`src/rtl/dpk_pkg.sv`:
```
package dpk_pkg;
  typedef enum logic [2:0] {
    ST_IDLE   = 3'd0,
    ST_TXRD   = 3'd1,
    ST_TXOUT  = 3'd2,
    ST_RXPOLL = 3'd3,
    ST_RXWR   = 3'd4
  } dpk_state_e;
endpackage

```
`src/rtl/dpk_addr_walk.sv`:
```
// Word address register with boundary detection on the stepped address.
module dpk_addr_walk #(
  parameter int AW           = 32,
  parameter int STEP         = 4,
  parameter int TX_SPAN_BITS = 12,
  parameter int RX_SPAN_BITS = 11
) (
  input  logic          clk,
  input  logic          rst,
  input  logic          load,
  input  logic [AW-1:0] base_i,
  input  logic          step,
  input  logic          rx_mode,
  output logic [AW-1:0] addr_q,
  output logic [AW-1:0] addr_nx,
  output logic          at_end
);
  localparam logic [AW-1:0] ALIGN_MASK = ~AW'(STEP - 1);
  localparam logic [AW-1:0] TX_MASK = AW'((64'd1 << TX_SPAN_BITS) - 64'd1) & ALIGN_MASK;
  localparam logic [AW-1:0] RX_MASK = AW'((64'd1 << RX_SPAN_BITS) - 64'd1) & ALIGN_MASK;

  assign addr_nx = addr_q + AW'(STEP);
  assign at_end  = ((addr_nx & (rx_mode ? RX_MASK : TX_MASK)) == '0);

  always_ff @(posedge clk) begin
    if (rst)       addr_q <= '0;
    else if (load) addr_q <= base_i & ALIGN_MASK;
    else if (step) addr_q <= addr_nx;
  end
endmodule

```
`src/rtl/dpk_lanes.sv`:
```
// Byte lane extraction for sending, lane replication for receiving.
module dpk_lanes #(
  parameter int DW       = 32,
  parameter int LANE_SEL = 1
) (
  input  logic [DW-1:0] word_i,
  output logic [7:0]    pick_o,
  input  logic [7:0]    byte_i,
  output logic [DW-1:0] rep_o
);
  localparam int NL = DW / 8;

  always_comb begin
    pick_o = '0;
    for (int i = 0; i < NL; i++) begin
      if (i == LANE_SEL) pick_o = pick_o | word_i[i*8 +: 8];
    end
  end

  for (genvar g = 0; g < NL; g++) begin : g_rep
    assign rep_o[g*8 +: 8] = byte_i;
  end
endmodule

```
`src/rtl/dpk_mem_port.sv`:
```
// Single outstanding memory request, held until ready.
module dpk_mem_port #(
  parameter int AW = 32,
  parameter int DW = 32
) (
  input  logic          clk,
  input  logic          rst,
  input  logic          issue,
  input  logic          we_i,
  input  logic [AW-1:0] addr_i,
  input  logic [DW-1:0] wdata_i,
  input  logic          rdy_i,
  output logic          req_o,
  output logic          we_o,
  output logic [AW-1:0] addr_o,
  output logic [DW-1:0] wdata_o,
  output logic          ack_o
);
  assign ack_o = req_o & rdy_i;

  always_ff @(posedge clk) begin
    if (rst) begin
      req_o   <= 1'b0;
      we_o    <= 1'b0;
      addr_o  <= '0;
      wdata_o <= '0;
    end else if (issue) begin
      req_o   <= 1'b1;
      we_o    <= we_i;
      addr_o  <= addr_i;
      wdata_o <= wdata_i;
    end else if (ack_o) begin
      req_o   <= 1'b0;
    end
  end
endmodule

```
`src/rtl/byte_dma_packer.sv`:
```
module byte_dma_packer
  import dpk_pkg::*;
#(
  parameter int AW           = 32,
  parameter int DW           = 32,
  parameter int LANE_SEL     = 1,
  parameter int TX_SPAN_BITS = 12,
  parameter int RX_SPAN_BITS = 11,
  parameter int CW           = 16
) (
  input  logic          clk,
  input  logic          rst,
  input  logic          start_i,
  input  logic          dir_i,
  input  logic [AW-1:0] base_i,
  input  logic          loop_en_i,
  output logic          mem_req_o,
  output logic          mem_we_o,
  output logic [AW-1:0] mem_addr_o,
  output logic [DW-1:0] mem_wdata_o,
  input  logic [DW-1:0] mem_rdata_i,
  input  logic          mem_rdy_i,
  output logic          tx_valid_o,
  output logic [7:0]    tx_data_o,
  input  logic          tx_ready_i,
  input  logic          rx_valid_i,
  input  logic [7:0]    rx_data_i,
  output logic          rx_ready_o,
  output logic          lb_valid_o,
  output logic [7:0]    lb_data_o,
  output logic          busy_o,
  output logic          done_o,
  output logic [CW-1:0] count_o
);
  localparam int BYTES = DW / 8;
  localparam logic [CW-1:0] CNT_STEP = CW'(BYTES);

  dpk_state_e    state_q;
  logic          rx_mode_q;
  logic [CW-1:0] cnt_q;

  logic          walk_load, walk_step, at_end;
  logic [AW-1:0] addr_q, addr_nx;
  logic          issue, issue_we, ack;
  logic [AW-1:0] issue_addr;
  logic [7:0]    pick;
  logic [DW-1:0] rep;

  dpk_addr_walk #(
    .AW(AW), .STEP(BYTES), .TX_SPAN_BITS(TX_SPAN_BITS), .RX_SPAN_BITS(RX_SPAN_BITS)
  ) u_walk (
    .clk(clk), .rst(rst), .load(walk_load), .base_i(base_i), .step(walk_step),
    .rx_mode(rx_mode_q), .addr_q(addr_q), .addr_nx(addr_nx), .at_end(at_end)
  );

  dpk_lanes #(.DW(DW), .LANE_SEL(LANE_SEL)) u_lanes (
    .word_i(mem_rdata_i), .pick_o(pick), .byte_i(rx_data_i), .rep_o(rep)
  );

  dpk_mem_port #(.AW(AW), .DW(DW)) u_port (
    .clk(clk), .rst(rst), .issue(issue), .we_i(issue_we), .addr_i(issue_addr),
    .wdata_i(rep), .rdy_i(mem_rdy_i), .req_o(mem_req_o), .we_o(mem_we_o),
    .addr_o(mem_addr_o), .wdata_o(mem_wdata_o), .ack_o(ack)
  );

  assign rx_ready_o = (state_q == ST_RXPOLL);
  assign busy_o     = (state_q != ST_IDLE);

  // Request and address-walk control
  always_comb begin
    walk_load  = 1'b0;
    walk_step  = 1'b0;
    issue      = 1'b0;
    issue_we   = 1'b0;
    issue_addr = addr_q;
    unique case (state_q)
      ST_IDLE: begin
        if (start_i) begin
          walk_load  = 1'b1;
          issue      = ~dir_i;
          issue_addr = base_i & ~AW'(BYTES - 1);
        end
      end
      ST_TXOUT: begin
        if (tx_valid_o && tx_ready_i) begin
          walk_step  = 1'b1;
          issue      = ~at_end;
          issue_addr = addr_nx;
        end
      end
      ST_RXPOLL: begin
        if (rx_valid_i) begin
          issue    = 1'b1;
          issue_we = 1'b1;
        end
      end
      ST_RXWR: walk_step = ack;
      default: ;
    endcase
  end

  always_ff @(posedge clk) begin
    if (rst) begin
      state_q    <= ST_IDLE;
      rx_mode_q  <= 1'b0;
      cnt_q      <= '0;
      tx_valid_o <= 1'b0;
      tx_data_o  <= '0;
      lb_valid_o <= 1'b0;
      lb_data_o  <= '0;
      done_o     <= 1'b0;
      count_o    <= '0;
    end else begin
      done_o     <= 1'b0;
      lb_valid_o <= 1'b0;
      unique case (state_q)
        ST_IDLE: begin
          if (start_i) begin
            cnt_q     <= '0;
            rx_mode_q <= dir_i;
            state_q   <= dir_i ? ST_RXPOLL : ST_TXRD;
          end
        end
        ST_TXRD: begin
          if (ack) begin
            tx_data_o  <= pick;
            tx_valid_o <= 1'b1;
            state_q    <= ST_TXOUT;
          end
        end
        ST_TXOUT: begin
          if (tx_valid_o && tx_ready_i) begin
            tx_valid_o <= 1'b0;
            lb_valid_o <= loop_en_i;
            lb_data_o  <= tx_data_o;
            cnt_q      <= cnt_q + CNT_STEP;
            if (at_end) begin
              done_o  <= 1'b1;
              count_o <= cnt_q + CNT_STEP;
              state_q <= ST_IDLE;
            end else begin
              state_q <= ST_TXRD;
            end
          end
        end
        ST_RXPOLL: begin
          if (rx_valid_i) begin
            state_q <= ST_RXWR;
          end else begin
            done_o  <= 1'b1;
            count_o <= cnt_q;
            state_q <= ST_IDLE;
          end
        end
        ST_RXWR: begin
          if (ack) begin
            cnt_q <= cnt_q + CNT_STEP;
            if (at_end) begin
              done_o  <= 1'b1;
              count_o <= cnt_q + CNT_STEP;
              state_q <= ST_IDLE;
            end else begin
              state_q <= ST_RXPOLL;
            end
          end
        end
        default: state_q <= ST_IDLE;
      endcase
    end
  end
endmodule

```
`config.mk`:
```
export PLATFORM = sky130hd
export DESIGN_NAME = byte_dma_packer
export DESIGN_NICKNAME = d
export VERILOG_FILES = /design/src/rtl/dpk_pkg.sv /design/src/rtl/dpk_addr_walk.sv /design/src/rtl/dpk_lanes.sv /design/src/rtl/dpk_mem_port.sv /design/src/rtl/byte_dma_packer.sv
export SDC_FILE = /design/constraint.sdc
export NUM_CORES = 1
export LEC_CHECK = 0
export CORE_ASPECT_RATIO = 2
export CORE_MARGIN = 2
export CORE_UTILIZATION = 55
export DETAILED_ROUTE_END_ITERATION = 7
export DONT_BUFFER_PORTS = 1
export GPL_TIMING_DRIVEN = 1
export PLACE_DENSITY = 0.73
export SLEW_MARGIN = 25
export SYNTH_ARGS = -nofsm -noshare
export SYNTH_HDL_FRONTEND = slang
export SYNTH_SLANG_ARGS = --single-unit
```
`constraint.sdc`:
```
create_clock -name clk -period 4.27 [get_ports clk]
set_input_delay 0.854 -clock clk [delete_from_list [all_inputs] [get_ports clk]]
set_output_delay 0.854 -clock clk [all_outputs]
set_load 0.005 [all_outputs]
```
==> summary.txt, run 1 <==
Status
  – Status: complete, no violations

Clock tree
  – Cts hold-fix bufs: 0
  – H-tree depth: 4
  – # Post-CTS Setup Buffers: 0
  – CTS tree: built
  – Total clock sinks: 121
  – Reg clk slew, reported paths: 0.06 ns
  – Clock latency on the worst-skew pair: 0.42 ns
  – PostCTS Resize Cnt: 0
  – Longest Clk Path Bufs: 2
  – Clock root buffer: clkbuf_16
  – CTS Buf Count: 17

GRT
  – Antenna violations before repair: 0
  – M1 GR Usage: 0.3339
  – GRT Total Usage: 0.2730
  – Grt met3 use: 0.06589
  – Vias in the first global route: 5913
  – First-pass GRT wire length: 30240 um
  – Met2 Use GR: 0.4509
  – Global route total overflow: 0
  – Most used routing layer: met2
  – Pin count of the biggest net entering global routing: 110

Die
  – Core area: 0.01241 mm2
  – Row cnt: 58
  – Initial Utilization: 0.5589
  – Die width: 83.41 um
  – Die area: 0.01358 mm2
  – Top-Level Pins: 183
  – Die span in y: 162.8 um

Yosys
  – Synth Area in Adders: 0.005051
  – Syn avg cell area: 7.801 um2
  – Combinational family with the most area after synthesis: compound AO/OA/AOI/OAI gates
  – Multiplexer area fraction after synthesis: 0.02147
  – Post-synth ARST share: 0
  – Post-synth EDFFs: 0
  – Post-synthesis simple-gate area fraction: 0.2354
  – Post-synthesis cell area: 0.006935 mm2
  – Yosys Warn Count: 0
  – Synth Instances: 889
  – Synth Area in XOR/XNOR: 0.01894
  – #FFs+latches synth: 121
  – Compound-Gate Fraction of Synth Area: 0.2822
  – Seq/Total Area, Yosys: 0.3493
  – Dominant synthesized flop cell: dfxtp_1
  – Yosys cell types: 77

Timing
  – RSZ-0062 raised after global routing: no
  – Post-Route Skew: 0.01006 ns
  – Worst Max-Slew Pin Slew: 1.002 ns
  – Final Hold Vio Count: 0
  – Final setup fails: 0
  – Setup_tns: 0 ns
  – Crit path time final: 3.244 ns
  – Max-Slew Margin vs Limit: 0.3317
  – Max Transition Viols Final: 0
  – Fin crit share: 0.7598
  – Max Clk Rate: 308.2 MHz

Detailed routing
  – Antenna Nets Post-Route: 0
  – DR WL/cell: 19.29 um
  – Vias post-DR: 6394
  – Starting DRT DRC Count: 631
  – Total iterations of the first detailed-routing run: 6
  – Residual DRC: 0
  – Final WL: 18770 um
  – Vias per inst: 6.571

Layout
  – Share of cells above drive strength 1: 0.09356
  – Area Overhead vs Synth: 4.600%
  – # fillers: 1144
  – # diodes: 0
  – Total Nets Final: 892
  – Area of the multi-input gates: 0.003944 mm2
  – Register area: 0.002422 mm2

Critical path
  – CP endpoint kind: flop
  – CP max-delay cell: dfxtp_1
  – Setup crit start kind: flop
  – CP top delay family: compound AO/OA/AOI/OAI gates
  – WP data required: 4.59 ns
  – CP Buf/Inv Count: 2
  – Slowest Stage Delay on Critical Path: 0.67 ns
  – Critical path class: reg2reg
  – Critical path peak fanout: 21
  – Critical path cell sequence: nand3b_1, clkinv_1, nand2_1, o21a_1, o21ai_2, buf_4, a311oi_1
  – Critical Path AT: 3.56 ns

Power
  – Leak Pwr: 2.404 nW
  – PwrDens: 536.7 mW/mm2
  – Final Total Pwr: 3.893 mW
  – Peak supply drop: 0.3857 mV

Place
  – DP HPWL: 11970 um
  – Placer Congestion: 0.8366
  – Port Buffers: 0

Min path
  – Worst Hold Class: reg2reg

Run
  – Max-Cap Viols: 0
-- state kept, by name (all words and copies together) (netlist names) --
register        flops
u_port.req_o        1
lb_valid_o          1
count_o            14
done_o              1
state_q             3
tx_valid_o          1
cnt_q              14
lb_data_o           8
tx_data_o           8
u_port.wdata_o      8
u_port.we_o         1
u_walk.addr_q      30
rx_mode_q           1
u_port.addr_o      30
-- cell type report --
type                            count  area share
Clock buffer                       17     0.05864
Tap cell                          150     0.02587
Timing Repair Buffer               10     0.01207
Clock inverter                     15     0.02173
Sequential cell                   121      0.3339
Multi-Input combinational cell    652      0.5436
Inverter                            8    0.004139
-- tightest hold or removal path: cells and delay by family (launching register included) --
family | cells | cell delay [ns]
AOI/OAI and AO/OA | 1 | 0.05
DFF | 1 | 0.32
and+or+nand+nor | 1 | 0.05
-- metrics by stage --
stage | area, um2 | std cells | setup WS (ns) | hold slack [ns] | util
detailed placement | 6671 | 941 | 1.107 | 0.4611 | 0.5376
floorplan | 6947 | 892 | 1.890 | 0.4490 | -
CTS | 7254 | 973 | 1.074 | 0.4700 | 0.5846
finish | 7254 | 973 | 1.026 | 0.4655 | 0.5846
global placement | 6671 | 941 | 1.159 | 0.4548 | 0.5376
global route | 7254 | 973 | 0.7309 | 0.4800 | 0.5846
-- cells in the mapped netlist (all sizes together) (5+ instances only) --
library cell / count / share of area
o31ai: 36 / 0.039
and2: 7 / 0.0067
and4: 7 / 0.0088
nor3: 36 / 0.027
nand4: 19 / 0.021
nand3: 22 / 0.016
clkbuf: 50 / 0.027
or3: 7 / 0.0063
buf: 61 / 0.056
a221oi: 5 / 0.0063
dfxtp: 121 / 0.35
a22oi: 19 / 0.021
a222oi: 6 / 0.0087
a21o: 5 / 0.0054
nand3b: 12 / 0.013
and3: 12 / 0.011
o21ai: 65 / 0.047
inv: 7 / 0.0038
nand2: 87 / 0.047
mux2i: 10 / 0.014
nor4: 6 / 0.011
a31oi: 15 / 0.014
a311oi: 12 / 0.015
nor2: 81 / 0.044
xnor2: 11 / 0.014
nand2b: 8 / 0.0083
a211oi: 19 / 0.030
a21oi: 89 / 0.065
-- routing by layer --
metal,part of all wire,vias to the layer above
met5,0,-
met3,0.071,38
met2,0.49,224
met1,0.41,3045
met4,0.028,0
li1,-,3087
-- kinds of logic (layout without fill, tap and decap cells) --
kind of cell / count (synthesis) / in the layout
muxes: 14 / 14
xor gates and xnor gates: 15 / 15
other: 1 / 4
adders and majority gates: 3 / 3
AOI/OAI and AO/OA: 297 / 297
buffers and inverters: 119 / 50
and+or+nand+nor: 319 / 319
DFF: 121 / 121
-- worst paths after layout --
check / startpoint / endpoint / slack [ns] / cells after the start
worst min register to register: lb_data_o[3] / lb_data_o[3] / 0.47 / 2
worst max-delay path: state_q[2] / u_port.addr_o[16] / 1.03 / 7
worst min-delay path: lb_data_o[3] / lb_data_o[3] / 0.47 / 2
worst max register to register: state_q[2] / u_port.addr_o[16] / 1.03 / 7
-- power by group --
group / total [mW] / switching (mW) / internal (mW)
sequential: 1.52 / 0.231 / 1.29
combinational: 0.946 / 0.586 / 0.360
clock: 1.43 / 0.602 / 0.824
total: 3.89 / 1.42 / 2.47
-- cells in the final DEF, fill, tap and decap left out, types with 15 or more instances in the layout --
master | Yosys | final
a21oi_1 | 88 | 88
a22oi_1 | 19 | 19
a31oi_1 | 15 | 15
clkbuf_16 | 0 | 17
dfxtp_1 | 121 | 121
nand2_1 | 86 | 86
nand3_1 | 22 | 22
nand4_1 | 16 | 16
nor2_1 | 81 | 81
nor3_1 | 35 | 35
o21ai_0 | 61 | 61
o31ai_1 | 36 | 36
(Power assumes the default switching activity.)
==> run 2: changes to the inputs <==
--- a/config.mk
+++ b/config.mk
@@ -5,6 +5,7 @@
 export SDC_FILE = /design/constraint.sdc
 export NUM_CORES = 1
 export LEC_CHECK = 0
+export ABC_AREA = 1
 export CORE_ASPECT_RATIO = 2
 export CORE_MARGIN = 2
 export CORE_UTILIZATION = 55
==> constraint.sdc (replaced) <==
create_clock -name clk -period 3 [get_ports clk]
set_input_delay 0.6 -clock clk [delete_from_list [all_inputs] [get_ports clk]]
set_output_delay 0.6 -clock clk [all_outputs]
set_load 0.005 [all_outputs]
==> summary.txt, run 2 <==
Yosys
  – Dominant synthesized flop cell: dfxtp_1
  – Synth Instances: 1113
  – Seq/Total Area, Yosys: 0.3489
  – Post-synth top cells: 297 x nand2_1, 196 x nor2_1, 121 x dfxtp_1
  – Syn avg cell area: 6.238 um2
  – Post-synth EDFFs: 0
  – #FFs+latches synth: 121
  – Post-synthesis cell area: 0.006943 mm2
  – Post-synth ARST share: 0
  – Largest area contributor in the netlist: dfxtp_1
  – Top-count cell post-synth: nand2_1
  – Yosys cell types: 38
  – Area contributors post-synth: dfxtp_1 35%, nand2_1 16%, nor2_1 11%
  – Yosys Warn Count: 0
  – Yosys top cell area share: 0.3489

Layout
  – Non-filler cells, final: 1241
  – Share of cells above drive strength 1: 0.07791
  – Total Nets Final: 1161
  – Commonest non-fill, non-tap cell in the layout: nand2_1
  – Most frequent cells in the layout: 297 x nand2_1, 196 x nor2_1, 121 x dfxtp_1, 99 x inv_1, 90 x nand3_1
  – # diodes: 0
  – Area Overhead vs Synth: 7.191%
  – Biggest regs: u_port.addr_o: 30 flops, u_walk.addr_q: 30 flops

Clock tree
  – # Post-CTS Setup Buffers: 0
  – Longest Clk Path Bufs: 2
  – Cts hold-fix bufs: 0
  – CTS tree: built
  – Clock latency on the worst-skew pair: 0.42 ns
  – CTS Buf Count: 17
  – Reg clk slew, reported paths: 0.06 ns
  – H-tree depth: 4
  – Total clock sinks: 121
  – PostCTS Resize Cnt: 0
  – Clock root buffer: clkbuf_16

Die
  – Top-Level Pins: 183
  – Die width: 83.45 um
  – Die span in y: 162.9 um
  – Core area: 0.01248 mm2
  – Initial Utilization: 0.5562
  – Die area: 0.01359 mm2
  – Row cnt: 58

Critical path
  – R2R cell count: 13
  – Setup crit start kind: flop
  – Critical path class: reg2reg
  – CP endpoint kind: flop
  – WP data required: 3.35 ns
  – Critical path peak fanout: 23
  – Critical Path AT: 2.92 ns

GRT
  – Most used routing layer: met2
  – Antenna violations before repair: 0
  – Met2 Use GR: 0.5455
  – Vias in the first global route: 6361
  – First-pass GRT wire length: 31600 um
  – Global route total overflow: 0
  – Pin count of the biggest net entering global routing: 41
  – GRT Total Usage: 0.2913
  – Grt met3 use: 0.04207
  – M1 GR Usage: 0.3090

Detailed routing
  – DR WL/cell: 16.11 um
  – Residual DRC: 0
  – Starting DRT DRC Count: 419
  – Vias post-DR: 6787
  – Total iterations of the first detailed-routing run: 6
  – Antenna Nets Post-Route: 0
  – Vias per inst: 5.469
  – Final WL: 19990 um

Min path
  – Hold Path Stages: 1
  – Worst Hold Class: in2reg

Place
  – Port Buffers: 0
  – Pre-CTS WS: 0.4373 ns
  – Placer Congestion: 0.9864
  – DP HPWL: 14750 um
  – Placed cell count: 1210

Timing
  – Final worst slack: 0.4269 ns
  – Max Clk Rate: 388.6 MHz
  – RSZ-0062 raised after global routing: no
  – Final setup fails: 0
  – Post-Route Skew: 0.01139 ns
  – Crit path time final: 2.573 ns
  – Max-Slew Margin vs Limit: 0.6111
  – Max Transition Viols Final: 0
  – Final Hold Vio Count: 0
  – Setup_tns: 0 ns
  – Worst Max-Slew Pin Slew: 0.5812 ns
  – Fin crit share: 0.8577

Power
  – PwrDens: 824.7 mW/mm2
  – Peak supply drop: 0.6271 mV
  – Leak Pwr: 3.197 nW

Run
  – Max-Cap Viols: 0

Status
  – Status: complete, no violations
run 2: layout make-up:
cell class	count	area, um2
Inverter	108	405.4
Multi-Input combinational cell	810	3670
Clock buffer	17	425.4
Tap cell	150	187.7
Sequential cell	121	2422
Clock inverter	14	148.9
Fill cell	1250	5040
Timing Repair Buffer	21	182.7
run 2: cell families (layout without fill, tap and decap cells):
kind of cell / Yosys count / after routing / synth area share
and+or+nand+nor: 630 / 630 / 0.3774
adders and majority gates: 2 / 2 / 0.003604
buffers and inverters: 185 / 160 / 0.1242
AOI/OAI and AO/OA: 161 / 161 / 0.1290
xor gates and xnor gates: 13 / 13 / 0.01640
DFF: 121 / 121 / 0.3489
other: 1 / 4 / 0.0005401
run 2: final timing paths:
check                         from                 end  slack [ns]
hold reg to reg       lb_data_o[1]        lb_data_o[1]        0.47
hold / removal                 rst          state_q[1]        0.25
setup / recovery  u_walk.addr_q[3]  u_port.wdata_o[24]        0.43
setup reg to reg  u_walk.addr_q[3]  u_port.wdata_o[24]        0.43
run 2: through the flow:
step           instance area, um2  utilization  total power, mW  hold WS [ns]
4_1_cts                      7442       0.5962            6.147        0.2364
3_5_place_dp                 6868       0.5502            4.128        0.4676
5_1_grt                      7442       0.5962            6.531        0.2424
6_report                     7442       0.5962            6.137        0.2535
3_3_place_gp                 6868       0.5502            4.104        0.4591
2_1_floorplan                6954            -            3.736        0.4441
run 2: power by group:
group          total (mW)  internal [mW]  switching, mW
combinational        1.85          0.596           1.26
clock                2.02           1.22          0.798
sequential           2.27           1.91          0.353
run 2: per-layer routing:
layer,share of wire,vias up
met2,0.55,219
met1,0.37,3037
li1,-,3474
met3,0.042,57
met5,0,-
met4,0.041,0
run 2: critical path: stages (launching register included):
cell,delay (ns)
dfxtp_1,0.44
ha_1,0.29
nand3_2,0.16
nor2_2,0.21
nand2_1,0.07
nand2_1,0.08
nand2_1,0.10
nor2_4,0.13
nand3_2,0.10
nand2_1,0.08
nand2_2,0.22
inv_2,0.40
nor2_1,0.08
nor2_1,0.13
